[config.mk]
export PLATFORM = sky130hd
export DESIGN_NAME = scsi_msgin_decoder
export DESIGN_NICKNAME = d
export VERILOG_FILES = /design/src/rtl/msgin_pkg.sv /design/src/rtl/msgin_classify.sv /design/src/rtl/msgin_ext_check.sv /design/src/rtl/msgin_ack_gen.sv /design/src/rtl/scsi_msgin_decoder.sv
export SDC_FILE = /design/constraint.sdc
export NUM_CORES = 1
export LEC_CHECK = 0
export BUFFER_PORTS_ARGS = -buffer_cell sky130_fd_sc_hd__buf_2
export CELL_PAD_IN_SITES_DETAIL_PLACEMENT = 0
export CELL_PAD_IN_SITES_GLOBAL_PLACEMENT = 2
export CORE_UTILIZATION = 31
export CTS_CLUSTER_DIAMETER = 120
export DETAILED_ROUTE_END_ITERATION = 12
export HOLD_SLACK_MARGIN = 0.12
export PLACE_DENSITY = 0.73
export SLEW_MARGIN = 20
export SYNTH_ARGS = -nofsm -noshare
export SYNTH_HDL_FRONTEND = slang
export SYNTH_SLANG_ARGS = --single-unit
[constraint.sdc]
create_clock -name clk -period 2.2 [get_ports clk]
set_input_delay 0.11 -clock clk [delete_from_list [all_inputs] [get_ports clk]]
set_output_delay 0.11 -clock clk [all_outputs]
set_load 0.02 [all_outputs]
[src/rtl/msgin_pkg.sv]
package msgin_pkg;
   typedef enum logic [3:0] {
      K_CMD_DONE, K_EXTENDED, K_SAVE, K_RESTORE, K_DISC,
      K_REJ_SEEN, K_IDENT, K_TAG, K_BAD
   } kind_e;

   typedef enum logic [2:0] {
      ST_FIRST, ST_XLEN, ST_XCODE, ST_SPER, ST_SOFF, ST_WIDTH, ST_TAGB
   } pstate_e;

   localparam int LUN_W = 3;
endpackage

[src/rtl/msgin_classify.sv]
module msgin_classify import msgin_pkg::*; #(
   parameter bit EN_TAG = 1'b1
) (
   input  logic [7:0]       b,
   output kind_e            kind,
   output logic [LUN_W-1:0] lun
);
   logic is_tag;

   generate
      if (EN_TAG) begin : g_tag
         assign is_tag = (b == 8'h20);
      end else begin : g_notag
         assign is_tag = 1'b0;
      end
   endgenerate

   assign lun = b[LUN_W-1:0];

   always_comb begin
      if (b[7]) begin
         kind = (b[6:3] == 4'd0) ? K_IDENT : K_BAD;
      end else if (is_tag) begin
         kind = K_TAG;
      end else begin
         case (b)
            8'h00:   kind = K_CMD_DONE;
            8'h01:   kind = K_EXTENDED;
            8'h02:   kind = K_SAVE;
            8'h03:   kind = K_RESTORE;
            8'h04:   kind = K_DISC;
            8'h07:   kind = K_REJ_SEEN;
            default: kind = K_BAD;
         endcase
      end
   end
endmodule

[src/rtl/msgin_ext_check.sv]
module msgin_ext_check #(
   parameter int SYNC_LEN = 3,
   parameter int WIDE_LEN = 2
) (
   input  logic [7:0] ext_len,
   input  logic [7:0] ext_code,
   output logic       go_sync,
   output logic       go_wide
);
   localparam logic [7:0] SYNC_CODE = 8'h01;
   localparam logic [7:0] WIDE_CODE = 8'h03;
   localparam logic [7:0] SLEN      = 8'(SYNC_LEN);
   localparam logic [7:0] WLEN      = 8'(WIDE_LEN);

   initial begin
      if (SYNC_LEN < 1 || SYNC_LEN > 255) $error("SYNC_LEN out of range");
      if (WIDE_LEN < 1 || WIDE_LEN > 255) $error("WIDE_LEN out of range");
   end

   assign go_sync = (ext_code == SYNC_CODE) && (ext_len == SLEN);
   assign go_wide = (ext_code == WIDE_CODE) && (ext_len == WLEN);
endmodule

[src/rtl/msgin_ack_gen.sv]
module msgin_ack_gen (
   input  logic clk,
   input  logic rst_n,
   input  logic rx_valid,
   input  logic msg_in_phase,
   output logic take,
   output logic rx_ack
);
   assign take = rx_valid && msg_in_phase && !rx_ack;

   always_ff @(posedge clk or negedge rst_n) begin
      if (!rst_n) rx_ack <= 1'b0;
      else        rx_ack <= take;
   end

   assert_ack_single_R1: assert property (@(posedge clk) disable iff (!rst_n)
      rx_ack |=> !rx_ack);
   assert_ack_in_phase_R1: assert property (@(posedge clk) disable iff (!rst_n)
      rx_ack |-> $past(msg_in_phase) && $past(rx_valid));
endmodule

[src/rtl/scsi_msgin_decoder.sv]
module scsi_msgin_decoder import msgin_pkg::*; #(
   parameter bit         EN_TAG         = 1'b1,
   parameter int         TAG_W          = 4,
   parameter int         SYNC_LEN       = 3,
   parameter int         WIDE_LEN       = 2,
   parameter logic [7:0] REJECT_CODE    = 8'h07,
   parameter logic [7:0] ABORT_TAG_CODE = 8'h0D
) (
   input  logic             clk,
   input  logic             rst_n,
   input  logic             msg_in_phase,
   input  logic             rx_valid,
   input  logic [7:0]       rx_data,
   output logic             rx_ack,
   output logic             ev_cmd_done,
   output logic             ev_save_ptrs,
   output logic             ev_restore_ptrs,
   output logic             ev_disconnect,
   output logic             ev_reject_seen,
   output logic             ev_identify,
   output logic             ev_sync,
   output logic             ev_wide,
   output logic             ev_tag,
   output logic             atn_assert,
   output logic [7:0]       reply_byte,
   output logic [7:0]       first_byte,
   output logic [2:0]       lun_value,
   output logic [7:0]       sync_period,
   output logic [7:0]       sync_offset,
   output logic [7:0]       wide_width,
   output logic [TAG_W-1:0] tag_value
);
   initial begin
      if (TAG_W < 1 || TAG_W > 8) $error("TAG_W must be 1..8");
      if (REJECT_CODE == ABORT_TAG_CODE) $error("reply codes must differ");
   end

   pstate_e          state;
   kind_e            kind;
   logic [LUN_W-1:0] lun_c;
   logic             take, go_sync, go_wide, tag_ok;
   logic [7:0]       ext_len;

   msgin_ack_gen u_ack (
      .clk(clk), .rst_n(rst_n), .rx_valid(rx_valid),
      .msg_in_phase(msg_in_phase), .take(take), .rx_ack(rx_ack));

   msgin_classify #(.EN_TAG(EN_TAG)) u_cls (
      .b(rx_data), .kind(kind), .lun(lun_c));

   msgin_ext_check #(.SYNC_LEN(SYNC_LEN), .WIDE_LEN(WIDE_LEN)) u_ext (
      .ext_len(ext_len), .ext_code(rx_data),
      .go_sync(go_sync), .go_wide(go_wide));

   assign tag_ok = ((rx_data >> TAG_W) == 8'd0);

   always_ff @(posedge clk or negedge rst_n) begin
      if (!rst_n) begin
         state           <= ST_FIRST;
         ev_cmd_done     <= 1'b0;
         ev_save_ptrs    <= 1'b0;
         ev_restore_ptrs <= 1'b0;
         ev_disconnect   <= 1'b0;
         ev_reject_seen  <= 1'b0;
         ev_identify     <= 1'b0;
         ev_sync         <= 1'b0;
         ev_wide         <= 1'b0;
         ev_tag          <= 1'b0;
         atn_assert      <= 1'b0;
         reply_byte      <= 8'd0;
         first_byte      <= 8'd0;
         lun_value       <= 3'd0;
         sync_period     <= 8'd0;
         sync_offset     <= 8'd0;
         wide_width      <= 8'd0;
         tag_value       <= '0;
         ext_len         <= 8'd0;
      end else begin
         ev_cmd_done     <= 1'b0;
         ev_save_ptrs    <= 1'b0;
         ev_restore_ptrs <= 1'b0;
         ev_disconnect   <= 1'b0;
         ev_reject_seen  <= 1'b0;
         ev_identify     <= 1'b0;
         ev_sync         <= 1'b0;
         ev_wide         <= 1'b0;
         ev_tag          <= 1'b0;
         atn_assert      <= 1'b0;
         if (!msg_in_phase) begin
            state <= ST_FIRST;
         end else if (take) begin
            case (state)
               ST_FIRST: begin
                  first_byte <= rx_data;
                  case (kind)
                     K_CMD_DONE: ev_cmd_done     <= 1'b1;
                     K_SAVE:     ev_save_ptrs    <= 1'b1;
                     K_RESTORE:  ev_restore_ptrs <= 1'b1;
                     K_DISC:     ev_disconnect   <= 1'b1;
                     K_REJ_SEEN: ev_reject_seen  <= 1'b1;
                     K_IDENT: begin
                        ev_identify <= 1'b1;
                        lun_value   <= lun_c;
                     end
                     K_EXTENDED: state <= ST_XLEN;
                     K_TAG:      state <= ST_TAGB;
                     default: begin
                        atn_assert <= 1'b1;
                        reply_byte <= REJECT_CODE;
                     end
                  endcase
               end
               ST_XLEN: begin
                  ext_len <= rx_data;
                  state   <= ST_XCODE;
               end
               ST_XCODE: begin
                  if (go_sync)      state <= ST_SPER;
                  else if (go_wide) state <= ST_WIDTH;
                  else begin
                     atn_assert <= 1'b1;
                     reply_byte <= REJECT_CODE;
                     state      <= ST_FIRST;
                  end
               end
               ST_SPER: begin
                  sync_period <= rx_data;
                  state       <= ST_SOFF;
               end
               ST_SOFF: begin
                  sync_offset <= rx_data;
                  ev_sync     <= 1'b1;
                  state       <= ST_FIRST;
               end
               ST_WIDTH: begin
                  wide_width <= rx_data;
                  ev_wide    <= 1'b1;
                  state      <= ST_FIRST;
               end
               ST_TAGB: begin
                  if (tag_ok) begin
                     tag_value <= rx_data[TAG_W-1:0];
                     ev_tag    <= 1'b1;
                  end else begin
                     atn_assert <= 1'b1;
                     reply_byte <= ABORT_TAG_CODE;
                  end
                  state <= ST_FIRST;
               end
               default: state <= ST_FIRST;
            endcase
         end
      end
   end

   logic [9:0] strobes;
   assign strobes = {ev_cmd_done, ev_save_ptrs, ev_restore_ptrs, ev_disconnect,
                     ev_reject_seen, ev_identify, ev_sync, ev_wide, ev_tag, atn_assert};

   assert_one_strobe_R12: assert property (@(posedge clk) disable iff (!rst_n)
      $onehot0(strobes));
   assert_strobe_with_ack_R12: assert property (@(posedge clk) disable iff (!rst_n)
      (strobes != 10'd0) |-> rx_ack);
   assert_strobe_short_R12: assert property (@(posedge clk) disable iff (!rst_n)
      (strobes != 10'd0) |=> (strobes == 10'd0));
   assert_reply_code_R8: assert property (@(posedge clk) disable iff (!rst_n)
      atn_assert |-> (reply_byte == REJECT_CODE || reply_byte == ABORT_TAG_CODE));
   assert_ident_clean_R3: assert property (@(posedge clk) disable iff (!rst_n)
      ev_identify |-> (first_byte[7:3] == 5'b10000) && (lun_value == first_byte[2:0]));
   assert_phase_quiet_R1: assert property (@(posedge clk) disable iff (!rst_n)
      !$past(msg_in_phase) |-> (strobes == 10'd0));
endmodule

==> reports/metrics.cfg, run 1 <==
[setup_path]
crit_chain = nor2_1, nand2_1, or2_2, nor2_2, mux2_2
cp-start-kind = flip-flop
r2r_cells = 5
required_ns = 2.44
crit_arrival_ns = 2.16
max_stage_delay_ns = 0.48
crit_type = flip-flop to flip-flop
crit_path_top_delay_cell = dfrtp_1
end_kind = flip-flop
worst-path-buf-inv = 0
crit_fanout = 9
cp_num_cells = 5
crit_family = simple AND/OR/NAND/NOR gates

[logic_synthesis]
yosysWarnings = 0
synth-seq-cells = 64
syn_inst = 212
async_flop_share_pct = 100.0
synthFlopType = dfrtp_1
synth_edf_count = 0
syn_area_mm2 = 0.002753
syn_avg_cell_area_um2 = 12.98
seq_area_frac_synth_pct = 58.18
ys_types = 41

[detailed_routing]
viasPerCell = 4.769
finalWirelength_mm = 6.283
dr.first_iter.drc_count = 101
firstDrtPassIters = 4
ant_nets = 0
vias = 1917
post-route-drc-count = 0
post_drt_wl_per_cell_um = 15.63

[sta]
worst_slew_pin_slew_ns = 0.5119
final_hold_viol_count = 0
slew_violations = 0
skew_ns = 0.009036
relSlewSlack_pct = 65.88
period_share_pct = 87.64
setup-violations-final = 0
fmax_mhz = 518.6
period_minus_slack_ns = 1.928
grt_setup_unrepaired = no
fin_setup_tns_ns = 0

[die]
die_area_mm2 = 0.009260
io_pins = 70
initial_core_util_pct = 31.72
die_w_um = 96.23
core-area_mm2 = 0.008678
fp.dieH_um = 96.23
rows = 34

[clock_tree]
cts_sinks = 64
clkLatencyLatePin_ns = 0.35
holdBufCountCts = 1
postCtsSetupBuffers = 0
cts_tree = built
cts_htree_levels = 3
cts-root-buf = clkbuf_8
clk_pin_slew_ns = 0.07
cts_made_buffers = 9
post_cts_resized = 0
clockBufferDepth = 2

[pwr]
p_per_area_mw_per_mm2 = 757.1
p_total_uw = 2627
max-vdd-ir-drop_v = 0.0004979
leakage_uw = 0.001798

[place]
dp_hpwl_mm = 4.483
place_inst = 385
gp_congestion = 0.8348
io_buffers = 65

[cells_and_area]
final_cell_mix = buf_2 (65), dfrtp_1 (64), mux2_2 (47), buf_4 (14), nor2_1 (13)
final_nets = 301
area.growth.synth_to_final_pct = 26.05
layout_commonest_cell = buf_2
final_cell_count_no_fill = 402
fillers = 897
drive_gt1_share_pct = 51.02
n_antenna_cell = 0

[grt]
grt_pass1_wl_mm = 9.949
grt_usage_pct = 15.03
grt_pass1_vias = 1819
antenna_found_initial = 0
globalRouteOverflowTotal = 0
grt_max_degree = 25

[min_path]
min_path_type = input port to flip-flop
hold_depth = 3

[flow_run]
cap_violations = 0

[run_status]
status = finished clean

-- metrics by stage --
step	area [um^2]	util, %	hold WS, ns	setup slack, ns
3_3_place_gp	3233	37.25	0.1117	0.1996
4_1_cts	3470	39.98	0.1206	0.2511
6_report	3470	39.98	0.1525	0.2719
5_1_grt	3470	39.98	0.1741	0.1216
3_5_place_dp	3233	37.25	0.1157	0.1784
2_1_floorplan	2764	-	-0.1856	0.1569
-- sequential cells by signal (all words and copies together) (netlist names), 3 cells and up --
register	cells
sync_period	8
ext_len	8
tag_value	4
first_byte	8
state	3
sync_offset	8
reply_byte	3
wide_width	8
lun_value	3
-- final timing paths --
kind,startpoint,slack [ns],end
setup / recovery,state[2],0.27,lun_value[2]
hold / removal,rx_valid,0.15,u_ack.rx_ack
setup reg to reg,state[2],0.27,lun_value[2]
hold reg to reg,reply_byte[1],0.49,reply_byte[1]
max in group asynchronous,rst_n,1.23,wide_width[0]
min in group asynchronous,rst_n,0.29,sync_period[2]
-- logic make-up (layout without fill, tap and decap cells) --
logic type / count (synthesis) / count (layout) / share of synthesized area (%)
DFF: 64 / 64 / 58.18
other: 1 / 4 / 0.1362
buffers and inverters: 21 / 100 / 4.045
and+or+nand+nor: 61 / 61 / 12.86
AOI/OAI and AO/OA: 17 / 17 / 5.227
xor gates and xnor gates: 1 / 1 / 0.3182
muxes: 47 / 47 / 19.23
-- report_power, final --
part | leakage [uW] | switching [uW] | total (uW) | internal, uW
clock network | 0.000111 | 490 | 1140 | 651
logic | 0.000826 | 159 | 248 | 89.0
registers | 0.000862 | 21.0 | 1240 | 1220
-- worst register-to-register path, delay by kind of cell, from the launching register on --
family | cells | cell delay, ns
flip-flops | 1 | 0.48
AND/OR/NAND/NOR | 4 | 0.98
multiplexers | 1 | 0.36
-- routing by layer --
metal | GRT usage, % | wire, um
met1 | 20.22 | 2868
met4 | 5.970 | 96
met2 | 22.40 | 2981
met5 | 0 | 0
met3 | 4.739 | 336
-- final cells by class --
cell class                      count  area, um^2  area share, %
Sequential cell                    64        1602          46.16
Multi-Input combinational cell    130        1051          30.29
Timing Repair Buffer               80       440.4          12.69
Tap cell                          108       135.1          3.895
Clock buffer                        9       123.9          3.570
Clock inverter                      7       102.6          2.957
Inverter                            4       15.01         0.4327
-- Yosys cell counts, types with 2 or more instances --
cell type	count	area, um^2
dfrtp_1	64	1602
mux2_2	47	529.3
nor2_1	13	48.80
clkbuf_1	8	30.03
nand2_1	7	26.28
nor3_1	7	35.03
buf_4	6	45.04
nor2b_1	5	31.28
inv_1	4	15.01
nand2b_1	4	25.02
nand3_1	4	20.02
nand3b_1	3	22.52
o21ai_0	3	15.01
a21oi_1	2	10.01
a32o_1	2	20.02
buf_2	2	10.01
nand4_1	2	12.51
nor3b_1	2	15.01
nor4_1	2	12.51
o211ai_1	2	15.01
o21a_1	2	15.01
or4_1	2	15.01
(Power assumes the default switching activity.)
==> run 2, diff against run 1 <==
- CORE_UTILIZATION: 31 -> 37
- PLACE_DENSITY: 0.73 -> 0.82
- SLEW_MARGIN: 20 -> unset
- clock period: 2.2 -> 2.45 ns (I/O delays scaled with it)
==> reports/metrics.cfg, run 2 (synthesized netlist as in run 1, its figures left out) <==
[clock_tree]
cts_tree = built
post_cts_resized = 0
clkLatencyLatePin_ns = 0.34
postCtsSetupBuffers = 0
cts_htree_levels = 3
cts-root-buf = clkbuf_8
cts_made_buffers = 9
cts_sinks = 64
holdBufCountCts = 1
clockBufferDepth = 2
clk_pin_slew_ns = 0.07

[setup_path]
required_ns = 2.68
crit_fanout = 10
crit_arrival_ns = 2.22
crit_chain = and4bb_2, nand2_1, or2_2, nor2_2, mux2_2
crit_family = simple AND/OR/NAND/NOR gates
cp_num_cells = 5
worst-path-buf-inv = 0
crit_type = flip-flop to flip-flop
end_kind = flip-flop
cp-start-kind = flip-flop
ff2ff_setup_slack_ns = 0.46
max_stage_delay_ns = 0.48
crit_path_top_delay_cell = dfrtp_1
r2r_cells = 5

[detailed_routing]
vias = 1875
finalWirelength_mm = 6.008
dr.first_iter.drc_count = 71
post-route-drc-count = 0
ant_nets = 0
firstDrtPassIters = 4
viasPerCell = 4.832
post_drt_wl_per_cell_um = 15.48

[run_status]
status = finished clean

[place]
place_inst = 371
io_buffers = 65
dpl-instance-area_mm2 = 0.003197
gp_congestion = 0.7822
dp_hpwl_mm = 4.138
dp_slack_ns = 0.3852

[min_path]
min_path_type = input port to flip-flop
hold_depth = 3

[sta]
skew_ns = 0.006853
slew_violations = 0
period_minus_slack_ns = 1.990
relSlewSlack_pct = 50.24
final_hold_viol_count = 0
fmax_mhz = 502.4
worst_slew_pin_slew_ns = 0.7465
fin_setup_tns_ns = 0
fin_ws_ns = 0.4595
grt_setup_unrepaired = no
setup-violations-final = 0
period_share_pct = 81.24

[pwr]
leakage_uw = 0.001763
max-vdd-ir-drop_v = 0.0002986
p_per_area_mw_per_mm2 = 658.0

[flow_run]
cap_violations = 0

[die]
core-area_mm2 = 0.007214
fp.dieH_um = 88.25
rows = 31
io_pins = 70
initial_core_util_pct = 38.15
die_w_um = 88.25
die_area_mm2 = 0.007788

[cells_and_area]
drive_gt1_share_pct = 50.17
fin_util_pct = 47.28
final_cell_mix = buf_2 (65), dfrtp_1 (64), mux2_2 (47), nor2_1 (13), clkbuf_8 (9)
final_cell_count_no_fill = 388
fin_area_mm2 = 0.003411
final_nets = 296
area.growth.synth_to_final_pct = 23.91
n_antenna_cell = 0
layout_commonest_cell = buf_2

[grt]
grt_pass1_wl_mm = 9.722
grt_pass1_vias = 1822
grt_max_degree = 34
antenna_found_initial = 0
grt_usage_pct = 17.22
globalRouteOverflowTotal = 0

## run 2: changes by cell type in the layout (fill, tap and decap cells not counted), sizes merged
cell | before | now
clkinvlp | 1 | 2
bufinv | 2 | 1
clkinv | 1 | 2
buf | 79 | 74
inv | 7 | 6
## run 2: report_power, final
| part | internal [uW] | leakage [uW] | switching, uW |
|---|---|---|---|
| Clock | 479 | 0.0000964 | 433 |
| Combinational | 78.7 | 0.000805 | 143 |
| Sequential | 1090 | 0.000862 | 17.8 |
| Total | 1650 | 0.00176 | 594 |
## run 2: per-layer routing
layer | routed length (um) | part of all wire (%) | global-route usage (%)
met1 | 2803 | 47 | 23.66
met2 | 2707 | 45 | 24.97
met3 | 353 | 5.9 | 5.037
met4 | 143 | 2.4 | 8.358
met5 | 0 | 0 | 0
## run 2: metrics by stage
step | power [uW] | hold WS (ns)
2_1_floorplan | 1260 | -0.1731
3_3_place_gp | 1353 | 0.2347
3_5_place_dp | 1356 | 0.2315
4_1_cts | 2275 | 0.1552
5_1_grt | 2339 | 0.1738
6_report | 2244 | 0.1799
## run 2: path summary, 6_finish.rpt
| check | start | to |
|---|---|---|
| worst max-delay path | state[0] | lun_value[1] |
| worst min-delay path | rx_data[5] | ev_tag |
| worst max register to register | state[0] | lun_value[1] |
| worst min register to register | ext_len[1] | ext_len[1] |
| max in group asynchronous | rst_n | ext_len[7] |
| min in group asynchronous | rst_n | first_byte[1] |
## run 2: worst min-delay path, delay by kind of cell
kind / cells / cell delay (ns)
AND/OR/NAND/NOR: 2 / 0.25
buffers and inverters: 1 / 0.09
## run 2: layout make-up
cell class | instances | area, um^2
tap | 99 | 123.9
fill | 690 | 3804
multi-input combinational | 130 | 1051
inverter | 4 | 15.01
clock buffer | 9 | 123.9
clock inverter | 7 | 80.08
sequential | 64 | 1602
timing repair buffer | 75 | 415.4
